--- src/rtl/itmr_pkg.sv ---
package itmr_pkg;
  localparam int CMP_W = 32;
  localparam logic [CMP_W-1:0] CMP_RESET = '1;
endpackage

--- src/rtl/itmr_counter.sv ---
module itmr_counter #(
  parameter int CNT_W = 64
) (
  input  logic             clk,
  input  logic             rst_n,
  output logic [CNT_W-1:0] count
);
  import itmr_pkg::*;
  localparam int HI_W = CNT_W - CMP_W;

  logic [CMP_W-1:0] lo_q;

  always_ff @(posedge clk or negedge rst_n) begin
    if (!rst_n) lo_q <= '0;
    else        lo_q <= lo_q + 1'b1;
  end

  generate
    if (HI_W > 0) begin : g_wide
      logic [HI_W-1:0] hi_q;
      logic            lo_wrap;
      assign lo_wrap = &lo_q;
      always_ff @(posedge clk or negedge rst_n) begin
        if (!rst_n)       hi_q <= '0;
        else if (lo_wrap) hi_q <= hi_q + 1'b1;
      end
      assign count = {hi_q, lo_q};
    end else begin : g_narrow
      assign count = lo_q;
    end
  endgenerate
endmodule

--- src/rtl/itmr_compare.sv ---
module itmr_compare (
  input  logic                   clk,
  input  logic                   rst_n,
  input  logic                   load,
  input  logic [itmr_pkg::CMP_W-1:0] load_val,
  input  logic [itmr_pkg::CMP_W-1:0] cnt_lo,
  output logic [itmr_pkg::CMP_W-1:0] cmp_val,
  output logic                   hit
);
  import itmr_pkg::*;

  logic [CMP_W-1:0] cmp_q;

  always_ff @(posedge clk or negedge rst_n) begin
    if (!rst_n)    cmp_q <= CMP_RESET;
    else if (load) cmp_q <= load_val;
  end

  assign cmp_val = cmp_q;
  assign hit     = (cnt_lo == cmp_q);
endmodule

--- src/rtl/itmr_pending.sv ---
module itmr_pending (
  input  logic clk,
  input  logic rst_n,
  input  logic hit,
  input  logic ack,
  input  logic rewrite,
  input  logic mask,
  output logic pending,
  output logic req
);
  logic pend_q;

  always_ff @(posedge clk or negedge rst_n) begin
    if (!rst_n)              pend_q <= 1'b0;
    else if (hit)            pend_q <= 1'b1;
    else if (ack || rewrite) pend_q <= 1'b0;
  end

  assign pending = pend_q;
  assign req     = pend_q & ~mask;
endmodule

--- src/rtl/interval_timer.sv ---
module interval_timer #(
  parameter int CNT_W = 64
) (
  input  logic             clk,
  input  logic             rst_n,
  input  logic             wr_en,
  input  logic [31:0]      wr_data,
  output logic [CNT_W-1:0] rd_data,
  input  logic             irq_mask,
  input  logic             irq_ack,
  output logic             irq
);
  import itmr_pkg::*;

  logic [CNT_W-1:0] cnt_val;
  logic [CMP_W-1:0] cmp_val;
  logic             hit;
  logic             pend_val;

  itmr_counter #(.CNT_W(CNT_W)) u_cnt (
    .clk   (clk),
    .rst_n (rst_n),
    .count (cnt_val)
  );

  itmr_compare u_cmp (
    .clk      (clk),
    .rst_n    (rst_n),
    .load     (wr_en),
    .load_val (wr_data),
    .cnt_lo   (cnt_val[CMP_W-1:0]),
    .cmp_val  (cmp_val),
    .hit      (hit)
  );

  itmr_pending u_pend (
    .clk     (clk),
    .rst_n   (rst_n),
    .hit     (hit),
    .ack     (irq_ack),
    .rewrite (wr_en),
    .mask    (irq_mask),
    .pending (pend_val),
    .req     (irq)
  );

  assign rd_data = cnt_val;
endmodule

--- config.mk ---
export PLATFORM = sky130hd
export DESIGN_NAME = interval_timer
export DESIGN_NICKNAME = d
export VERILOG_FILES = /design/src/rtl/itmr_pkg.sv /design/src/rtl/itmr_counter.sv /design/src/rtl/itmr_compare.sv /design/src/rtl/itmr_pending.sv /design/src/rtl/interval_timer.sv
export SDC_FILE = /design/constraint.sdc
export NUM_CORES = 1
export LEC_CHECK = 0
export BUFFER_PORTS_ARGS = -buffer_cell sky130_fd_sc_hd__buf_2
export CORE_ASPECT_RATIO = 2
export CORE_UTILIZATION = 58
export DETAILED_ROUTE_END_ITERATION = 10
export PLACE_DENSITY = 0.91
export SLEW_MARGIN = 0
export SYNTH_ARGS = -nofsm -noshare
export SYNTH_HDL_FRONTEND = slang
export SYNTH_SLANG_ARGS = --single-unit
--- constraint.sdc ---
create_clock -name clk -period 5.4 [get_ports clk]
set_clock_uncertainty 0.15 [all_clocks]
set_input_delay 1.08 -clock clk [delete_from_list [all_inputs] [get_ports clk]]
set_output_delay 1.08 -clock clk [all_outputs]
set_load 0.1 [all_outputs]
* Word level (Yosys, flattened, before mapping)
Index checks and enable logic that the tools add are counted.
** Word-level totals
- Register bits :: 97
- Logic and storage cells :: 14
- Output and inout bits :: 65
- Bits of input ports :: 37
** Cells by class
- Mux-type cells :: 2
- Add/sub/neg operators :: 2
- Bitwise operators :: 2
- Equality and inequality tests :: 1
- Reduce and logical (&&, ||, !) cells :: 3
** Operators with widths (count)
- 32-bit by 1-bit adder with 32-bit output (second input constant) :: 2
- 32-bit equality test :: 1
- 32-bit AND reduction :: 1
- 1-bit two-way mux :: 2
- 2-bit nonzero test :: 1
- 1-bit bitwise AND :: 1
- 1-bit logical OR :: 1
- 1-bit inverter :: 1

* Logic depth before layout (Yosys ltp)
Gate-level depths: netlist (run 1).
- Depth after elaboration :: 3
- Depth in mapped cells :: 8
- Depth with buffers taken out :: 6

* Modules after synthesis
From an unflattened synthesis (run 1), not the netlist that was laid out.
** Second synthesis, totals
- Cells, all modules :: 370
- Area, all modules :: 4483.0 um^2
** Modules (own cells, without submodules)
- itmr_counter :: sequential area each 1601.5 um^2, cells an instance 255, times used 1, area each 2865.2 um^2
- itmr_compare :: sequential area each 840.8 um^2, cells an instance 111, times used 1, area each 1575.3 um^2
- itmr_pending :: sequential area each 25.0 um^2, cells an instance 4, times used 1, area each 42.5 um^2

* Worst setup path after synthesis (run 1)
No wires, ideal clock.
- Path kind :: in2out
- From :: input irq_mask
- To :: output irq
- Buffers on the path :: 0
- Arrival time :: 2415 ps
- Cell stages on the path :: 1
- Required time :: 4170 ps
- Slack :: 1755 ps
- Path through :: nor2b_1
** On the way
- Word-level cells in the longest chain between the ends :: 2
** Ends and longest elaborated chain
- start: declaration :: RTL line interval_timer.sv:9 : input logic irq_mask,
- 1-bit inverter :: RTL line itmr_pending.sv:20 : assign req = pend_q & ~mask;
- 1-bit bitwise AND :: RTL line itmr_pending.sv:20
- end: declaration :: RTL line interval_timer.sv:11 : output logic irq
No other way between the ends.

* Final worst setup path (run 1)
- From :: register u_cnt.lo_q[0]
- To :: register u_cnt.g_wide.hi_q[25]
** On the way
- Word-level cells in the longest chain between the ends :: 1
** Ends and longest elaborated chain
- start: declaration :: RTL line itmr_counter.sv:11 : logic [CMP_W-1:0] lo_q;
- start signal: assignment :: RTL line itmr_counter.sv:15 : else lo_q <= lo_q + 1'b1;
- 32-bit AND reduction :: RTL line itmr_counter.sv:22 : assign lo_wrap = &lo_q;
- end signal: assignment :: RTL line itmr_counter.sv:25 : else if (lo_wrap) hi_q <= hi_q + 1'b1;
- end: declaration :: RTL line itmr_counter.sv:20 : logic [HI_W-1:0] hi_q;
No other way between the ends.
A chain may end at the register's enable or synchronous reset.

==> results of run 1 <==
-- synth_stat cells --
cell type	n
nor2_1	15
inv_1	4
nand3_1	25
nand2_1	20
nand4b_1	2
ha_1	2
nor4_2	1
buf_6	3
dfstp_2	32
mux2_2	33
nor4_4	1
nand2b_1	1
nand4_4	1
buf_8	1
o21ai_0	1
and2_1	4
dfrtp_1	65
nor2b_1	1
and3_1	12
xnor2_1	47
nor3b_2	1
nor4_1	9
nor3_1	2
clkbuf_2	1
xor2_1	46
and4_1	2
clkbuf_1	5
nor3_2	1
nor3_4	1
buf_1	1
nand4_1	23
-- power by group through the flow --
stage	clock (mW)	sequential, mW	combinational (mW)
final	0.593	0.786	0.0814
after CTS	0.606	0.787	0.0827
after global routing	0.634	0.790	0.0895
after detailed placement	0	0.799	0.0815
after global placement	0	0.797	0.0777
after floorplan	0	0.794	0.0454
-- logic make-up (layout without fill, tap and decap cells) --
family	Yosys count	after routing	share of synthesized area [%]
flops	97	97	55.0
mux	33	33	8.29
buf+inv	15	122	2.04
fa+ha+maj	2	2	0.558
simple gates	122	122	15.8
compound gates	1	1	0.112
xor+xnor	93	93	18.2
-- registers in the layout (all words and copies together) (netlist names) --
register and count:
u_pend.pending 1, u_cnt.lo_q 32, u_cnt.g_wide.hi_q 32, u_cmp.cmp_val 32
-- per-stage QoR --
stage	std cells	worst slack, ns	hold WS (ns)	utilization (%)	power (mW)
2_1_floorplan	363	1.75	0.292	-	0.839
3_3_place_gp	548	2.48	0.306	66.8	0.875
3_5_place_dp	548	2.46	0.316	66.8	0.881
4_1_cts	564	2.40	0.329	70.5	1.48
5_1_grt	564	2.25	0.344	70.5	1.51
6_report	564	2.42	0.325	70.5	1.46
-- final cells by class --
| class | instances | area (µm²) |
|---|---|---|
| Sequential cell | 97 | 2470 |
| Fill cell | 524 | 2230 |
| Multi-Input combinational cell | 251 | 1920 |
| Timing Repair Buffer | 102 | 515 |
| Clock buffer | 10 | 239 |
| Tap cell | 94 | 118 |
| Clock inverter | 6 | 40.0 |
| Inverter | 4 | 15.0 |
-- per-layer routing --
| layer | routed length (µm) | up-vias | part of all wire, % |
|---|---|---|---|
| li1 | - | 1453 | - |
| met1 | 3610 | 1630 | 37 |
| met5 | 0 | - | 0 |
| met4 | 425 | 0 | 4.3 |
| met2 | 5340 | 112 | 55 |
| met3 | 398 | 28 | 4.1 |
-- path summary, 6_finish.rpt --
path	from	endpoint	slack, ns
max	u_cnt.lo_q[0]$_DFF_PN0_	u_cnt.g_wide.hi_q[25]$_DFFE_PN0P_	2.42
min	u_cnt.g_wide.hi_q[31]$_DFFE_PN0P_	u_cnt.g_wide.hi_q[31]$_DFFE_PN0P_	0.32
max reg2reg	u_cnt.lo_q[0]$_DFF_PN0_	u_cnt.g_wide.hi_q[25]$_DFFE_PN0P_	2.42
min reg2reg	u_cnt.g_wide.hi_q[31]$_DFFE_PN0P_	u_cnt.g_wide.hi_q[31]$_DFFE_PN0P_	0.32
max in group asynchronous	rst_n	u_cmp.cmp_val[19]$_DFFE_PN1P_	3.43
min in group asynchronous	rst_n	u_cnt.lo_q[3]$_DFF_PN0_	0.65
==> summary.md, run 1 <==
| Metric | Value |
|---|---|
| Ports | 102 |
| Synth cell types | 31 |
| Grt met2 use | 46.6% |
| Port Buffers | 101 |
| Final min period | 2.98 ns |
| GRT overflow | 0 |
| Clock Power Share | 40.6% |
| Rows | 45 |
| Worst path bufs/invs | 0 |
| Net switching power | 0.326 mW |
| Areal power density over the cells | 275 nW/µm² |
| GRT Util Overall | 25.8% |
| Relative slew slack | 30.6% |
| Actual slew at the worst max-slew pin | 1.04 ns |
| TritonCTS Buffers | 9 |
| Comb power frac | 5.6% |
| Width of the die | 64.2 µm |
| CTS resizes | 0 |
| Sequential cell fraction of total power | 53.8% |
| CP Depth | 6 |
| Max frequency | 336 MHz |
| Synthesized instance count | 363 |
| Worst-path fanout max | 32 |
| CTS tree | yes |
| YS warnings | 0 |
| Number of antenna violations at the first check in global routing | 0 |
| Die area | 8110 µm² |
| Worst path arrival time | 3.04 ns |
| Worst setup EP type | flip-flop |
| Placed cell area | 5040 µm² |
| Max-Cap Viols | 0 |
| Static Leak | 2.65 nW |
| Die span in y | 126 µm |
| Register area share after synthesis | 55.0% |
| Share of the synthesized area in the top cell type | 36.3% |
| Avg Vias per Cell | 5.71 |
| Nets | 504 |
| Maximum VDD drop | 297 µV |
| Sw frac | 22.3% |
| TritonRoute pass-1 iters | 4 |
| Core Region | 7540 µm² |
| Postcts setup bufs | 0 |
| Longest Clk Path Bufs | 2 |
| Routed wire length | 9.77 mm |
| Largest net degree at the start of global routing | 56 |
| Final Hold Viols | 0 |
| Required time of the critical path | 5.46 ns |
| Most common cell after layout, fill and taps aside | buf_2 |
| Antenna Violating Nets Remaining | 0 |
| Crit-path max cell delay | 0.95 ns |
| Status | complete, no violations |
| Vias in the first global route | 3302 |
| Int Pwr | 1.14 mW |
| Most area-hungry cell type in the Yosys netlist | dfrtp_1 |
| Final setup viols | 0 |
| Worst hold path type | flip-flop to flip-flop |
| Placer Congestion | 0.879 |
| Area grow syn2layout | 18.6% |
| RSZ-0062 raised after global routing | no |
| Share of cells above drive strength 1 | 40.2% |
| CTS sink count | 97 |
| Post-Syn Nets | 402 |
| Setup TNS | 0 ns |
| Gr busiest metal | met2 |
| Hold-fix buffers at CTS | 0 |
| Final Instance Area | 5320 µm² |
| WHS Path Cells | 1 |
| Routed vias | 3223 |
| Commonest non-fill, non-tap cells in the layout | buf_2 (100), dfrtp_1 (65), xnor2_1 (47) |
| Tcrit/Tclk final | 55.2% |
| Drt drc | 0 |
| Top cell family by delay on the critical path | simple AND/OR/NAND/NOR gates |
| Worst path slowest cell | and4_1 |
| Synth Cell Area | 4480 µm² |
| Routed len/inst | 17.3 µm |
| Crit Path Class | flip-flop to flip-flop |
| Synth top area cells | dfrtp_1 (36%), dfstp_2 (19%), xnor2_1 (9.2%), xor2_1 (9.0%), mux2_2 (8.3%) |
| Syn avg cell area | 12.4 µm² |
| First-pass GRT wire length | 15.7 mm |
| Worst-path cell chain | ha_1 > nand3_1 > nor3_4 > and4_1 > nand4_1 > xnor2_1 |
| Slew Viols, Final | 0 |
| Antenna cells | 0 |
| Worst R2R Path Depth | 6 |
| Worst skew pair latency | 0.34 ns |
| Detailed Place HPWL | 7.15 mm |
| Initial core utilization | 59.4% |
| CP Launch Type | flip-flop |
| Initial DRC Count | 180 |
| Clock transition at the registers of the reported paths | 0.07 ns |
| Met3 Track Usage GR | 5.22% |
| Post-synthesis register bit count | 97 |
| CTS root buffer | clkbuf_16 |
| Htree depth | 3 |
| GRT met1 Usage | 27.2% |
Power figures use the tool's default switching activity.
==> run 2, diff against run 1 <==
--- a/config.mk
+++ b/config.mk
@@ -7,9 +7,9 @@
 export LEC_CHECK = 0
 export BUFFER_PORTS_ARGS = -buffer_cell sky130_fd_sc_hd__buf_2
 export CORE_ASPECT_RATIO = 2
-export CORE_UTILIZATION = 58
+export CORE_UTILIZATION = 49
 export DETAILED_ROUTE_END_ITERATION = 10
-export PLACE_DENSITY = 0.91
+export PLACE_DENSITY = 0.82
 export SLEW_MARGIN = 0
 export SYNTH_ARGS = -nofsm -noshare
 export SYNTH_HDL_FRONTEND = slang
==> constraint.sdc (replaced) <==
create_clock -name clk -period 2.4 [get_ports clk]
set_clock_uncertainty 0.15 [all_clocks]
set_input_delay 0.48 -clock clk [delete_from_list [all_inputs] [get_ports clk]]
set_output_delay 0.48 -clock clk [all_outputs]
set_load 0.1 [all_outputs]
==> summary.md, run 2 (synthesis gave the netlist of run 1 again) <==
| Metric | Value |
|---|---|
| Setup TNS | 0 ns (unchanged) |
| Routed wire length | 10.0 mm (+2.5%) |
| Routed len/inst | 17.2 µm (-0.50%) |
| TritonRoute pass-1 iters | 4 (unchanged) |
| Port Buffers | 101 (unchanged) |
| Required time of the critical path | 2.47 ns (-2.99 ns) |
| Areal power density over the cells | 601 nW/µm² (+120%) |
| Initial core utilization | 50.1% (-9.3 points) |
| Hold-fix buffers at CTS | 1 (+1) |
| Hold endpoint | u_cmp.cmp_val[18]$_DFFE_PN1P_ |
| Most common cell after layout, fill and taps aside | buf_2 |
| Core Util, Final | 61.3% (-9.2 points) |
| Avg Vias per Cell | 5.47 (-4.3%) |
| Htree depth | 3 (unchanged) |
| Worst-path fanout max | 32 (unchanged) |
| Worst setup EP type | flip-flop |
| RSZ-0062 raised after global routing | no |
| WHS Path Cells | 2 (+1) |
| Ports | 102 (unchanged) |
| Internal reg-to-reg setup slack | 0.37 ns (-2.05 ns) |
| Clock transition at the registers of the reported paths | 0.06 ns (about the same) |
| Placed Cells | 564 (+2.9%) |
| Min-delay src | wr_data[18] |
| Commonest non-fill, non-tap cells in the layout | buf_2 (100), xnor2_1 (47), xor2_1 (46) |
| Rows | 49 (+8.9%) |
| Die area | 9560 µm² (+18%) |
| Maximum VDD drop | 446 µV (+50%) |
| Nets | 513 (+1.8%) |
| CTS root buffer | clkbuf_16 |
| Drt drc | 0 (unchanged) |
| TritonCTS Buffers | 9 (unchanged) |
| GRT overflow | 0 (unchanged) |
| Worst path arrival time | 2.10 ns (-0.94 ns) |
| Vias in the first global route | 3308 (+0.18%) |
| Worst skew pair latency | 0.34 ns (about the same) |
| CP Launch Type | flip-flop |
| Non-filler cells, final | 581 (+3.0%) |
| Die span in y | 137 µm (+8.7%) |
| Routed vias | 3179 (-1.4%) |
| Reg-to-reg critical path endpoint | u_cnt.g_wide.hi_q[1]$_DFFE_PN0P_ |
| Actual slew at the worst max-slew pin | 0.651 ns (-0.390 ns) |
| Final worst slack | 0.372 ns (-2.05 ns) |
| Antenna Violating Nets Remaining | 0 (unchanged) |
| Static Leak | 2.63 nW (-0.55%) |
| Status | complete, no violations |
| Final min period | 2.03 ns (-0.951 ns) |
| Worst R2R Path Depth | 6 (unchanged) |
| Final Hold Viols | 0 (unchanged) |
| Place WS | 0.382 ns (-2.08 ns) |
| Postcts setup bufs | 0 (unchanged) |
| Worst hold path type | input port to flip-flop |
| Worst reg2reg path startpoint | u_cnt.lo_q[0]$_DFF_PN0_ |
| Relative slew slack | 56.2% (+26 points) |
| Number of antenna violations at the first check in global routing | 0 (unchanged) |
| Longest Clk Path Bufs | 2 (unchanged) |
| Width of the die | 69.6 µm (+8.5%) |
| Slew Viols, Final | 0 (unchanged) |
| Largest net degree at the start of global routing | 77 (+38%) |
| Share of cells above drive strength 1 | 49.3% (+9.1 points) |
| CTS tree | yes |
| Total chip power | 3.30 mW (+130%) |
| Final setup viols | 0 (unchanged) |
| CTS resizes | 0 (unchanged) |
| Max frequency | 493 MHz (+47%) |
| Core Region | 8950 µm² (+19%) |
| GRT Util Overall | 22.0% (-3.8 points) |
| First-pass GRT wire length | 16.2 mm (+3.1%) |
| Initial DRC Count | 139 (-23%) |
| Tcrit/Tclk final | 84.5% (+29 points) |
| Detailed Place HPWL | 7.53 mm (+5.3%) |
| Antenna cells | 0 (unchanged) |
| Area grow syn2layout | 22.3% |
| Max-Cap Viols | 0 (unchanged) |
| Placer Congestion | 0.822 (-6.5%) |
| CTS sink count | 97 (unchanged) |
| Crit Path Class | flip-flop to flip-flop |
run 2: changes by cell type in the layout (fill, tap and decap cells not counted), sizes merged:
cell / delta
buf: +8
clkbuf: +4
clkinv: -1
clkinvlp: -1
dlygate4sd3: +1
inv: -2
run 2: metrics by stage:
stage / area [µm²] / hold WS (ns)
global placement: 5200 / 0.246
global route: 5480 / 0.220
finish: 5480 / 0.225
floorplan: 4540 / 0.0344
CTS: 5480 / 0.214
detailed placement: 5200 / 0.253
run 2: worst max path at each step:
stage	startpoint	to	slack, ns	cells after the start
5_1_grt	u_cnt.lo_q[0]$_DFF_PN0_	u_cnt.g_wide.hi_q[26]$_DFFE_PN0P_	0.28	7
4_1_cts	u_cnt.lo_q[0]$_DFF_PN0_	u_cnt.g_wide.hi_q[1]$_DFFE_PN0P_	0.37	6
2_1_floorplan	u_cnt.lo_q[18]$_DFF_PN0_	u_cnt.g_wide.hi_q[3]$_DFFE_PN0P_	0.01	7
6_report	u_cnt.lo_q[0]$_DFF_PN0_	u_cnt.g_wide.hi_q[1]$_DFFE_PN0P_	0.37	6
3_5_place_dp	u_cnt.lo_q[0]$_DFF_PN0_	u_cnt.g_wide.hi_q[1]$_DFFE_PN0P_	0.38	6
3_3_place_gp	u_cnt.lo_q[0]$_DFF_PN0_	u_cnt.g_wide.hi_q[1]$_DFFE_PN0P_	0.41	6
run 2: report_power, final:
part           switching, mW  internal, mW
combinational         0.0911        0.0968
clock                  0.578         0.759
sequential            0.0416          1.73
run 2: area by class of cell:
cell class	count	area [µm²]
sequential	97	2530
timing repair buffer	111	611
multi-input combinational	251	1930
fill	722	3470
clock inverter	2	12.5
tap	102	128
clock buffer	14	264
inverter	4	15.0
run 2: per-layer routing:
metal | part of all wire, % | track usage [%]
met1 | 37 | 24.6
met2 | 56 | 40.6
met3 | 3.6 | 2.78
met4 | 3.2 | 11.4
met5 | 0 | 0
run 2: worst max-delay path, cell delays in order (launching register included):
cell	delay [ns]
dfrtp_4	0.45
ha_1	0.20
nand3_1	0.17
nor3_4	0.15
and4_1	0.26
buf_12	0.19
mux2_2	0.34
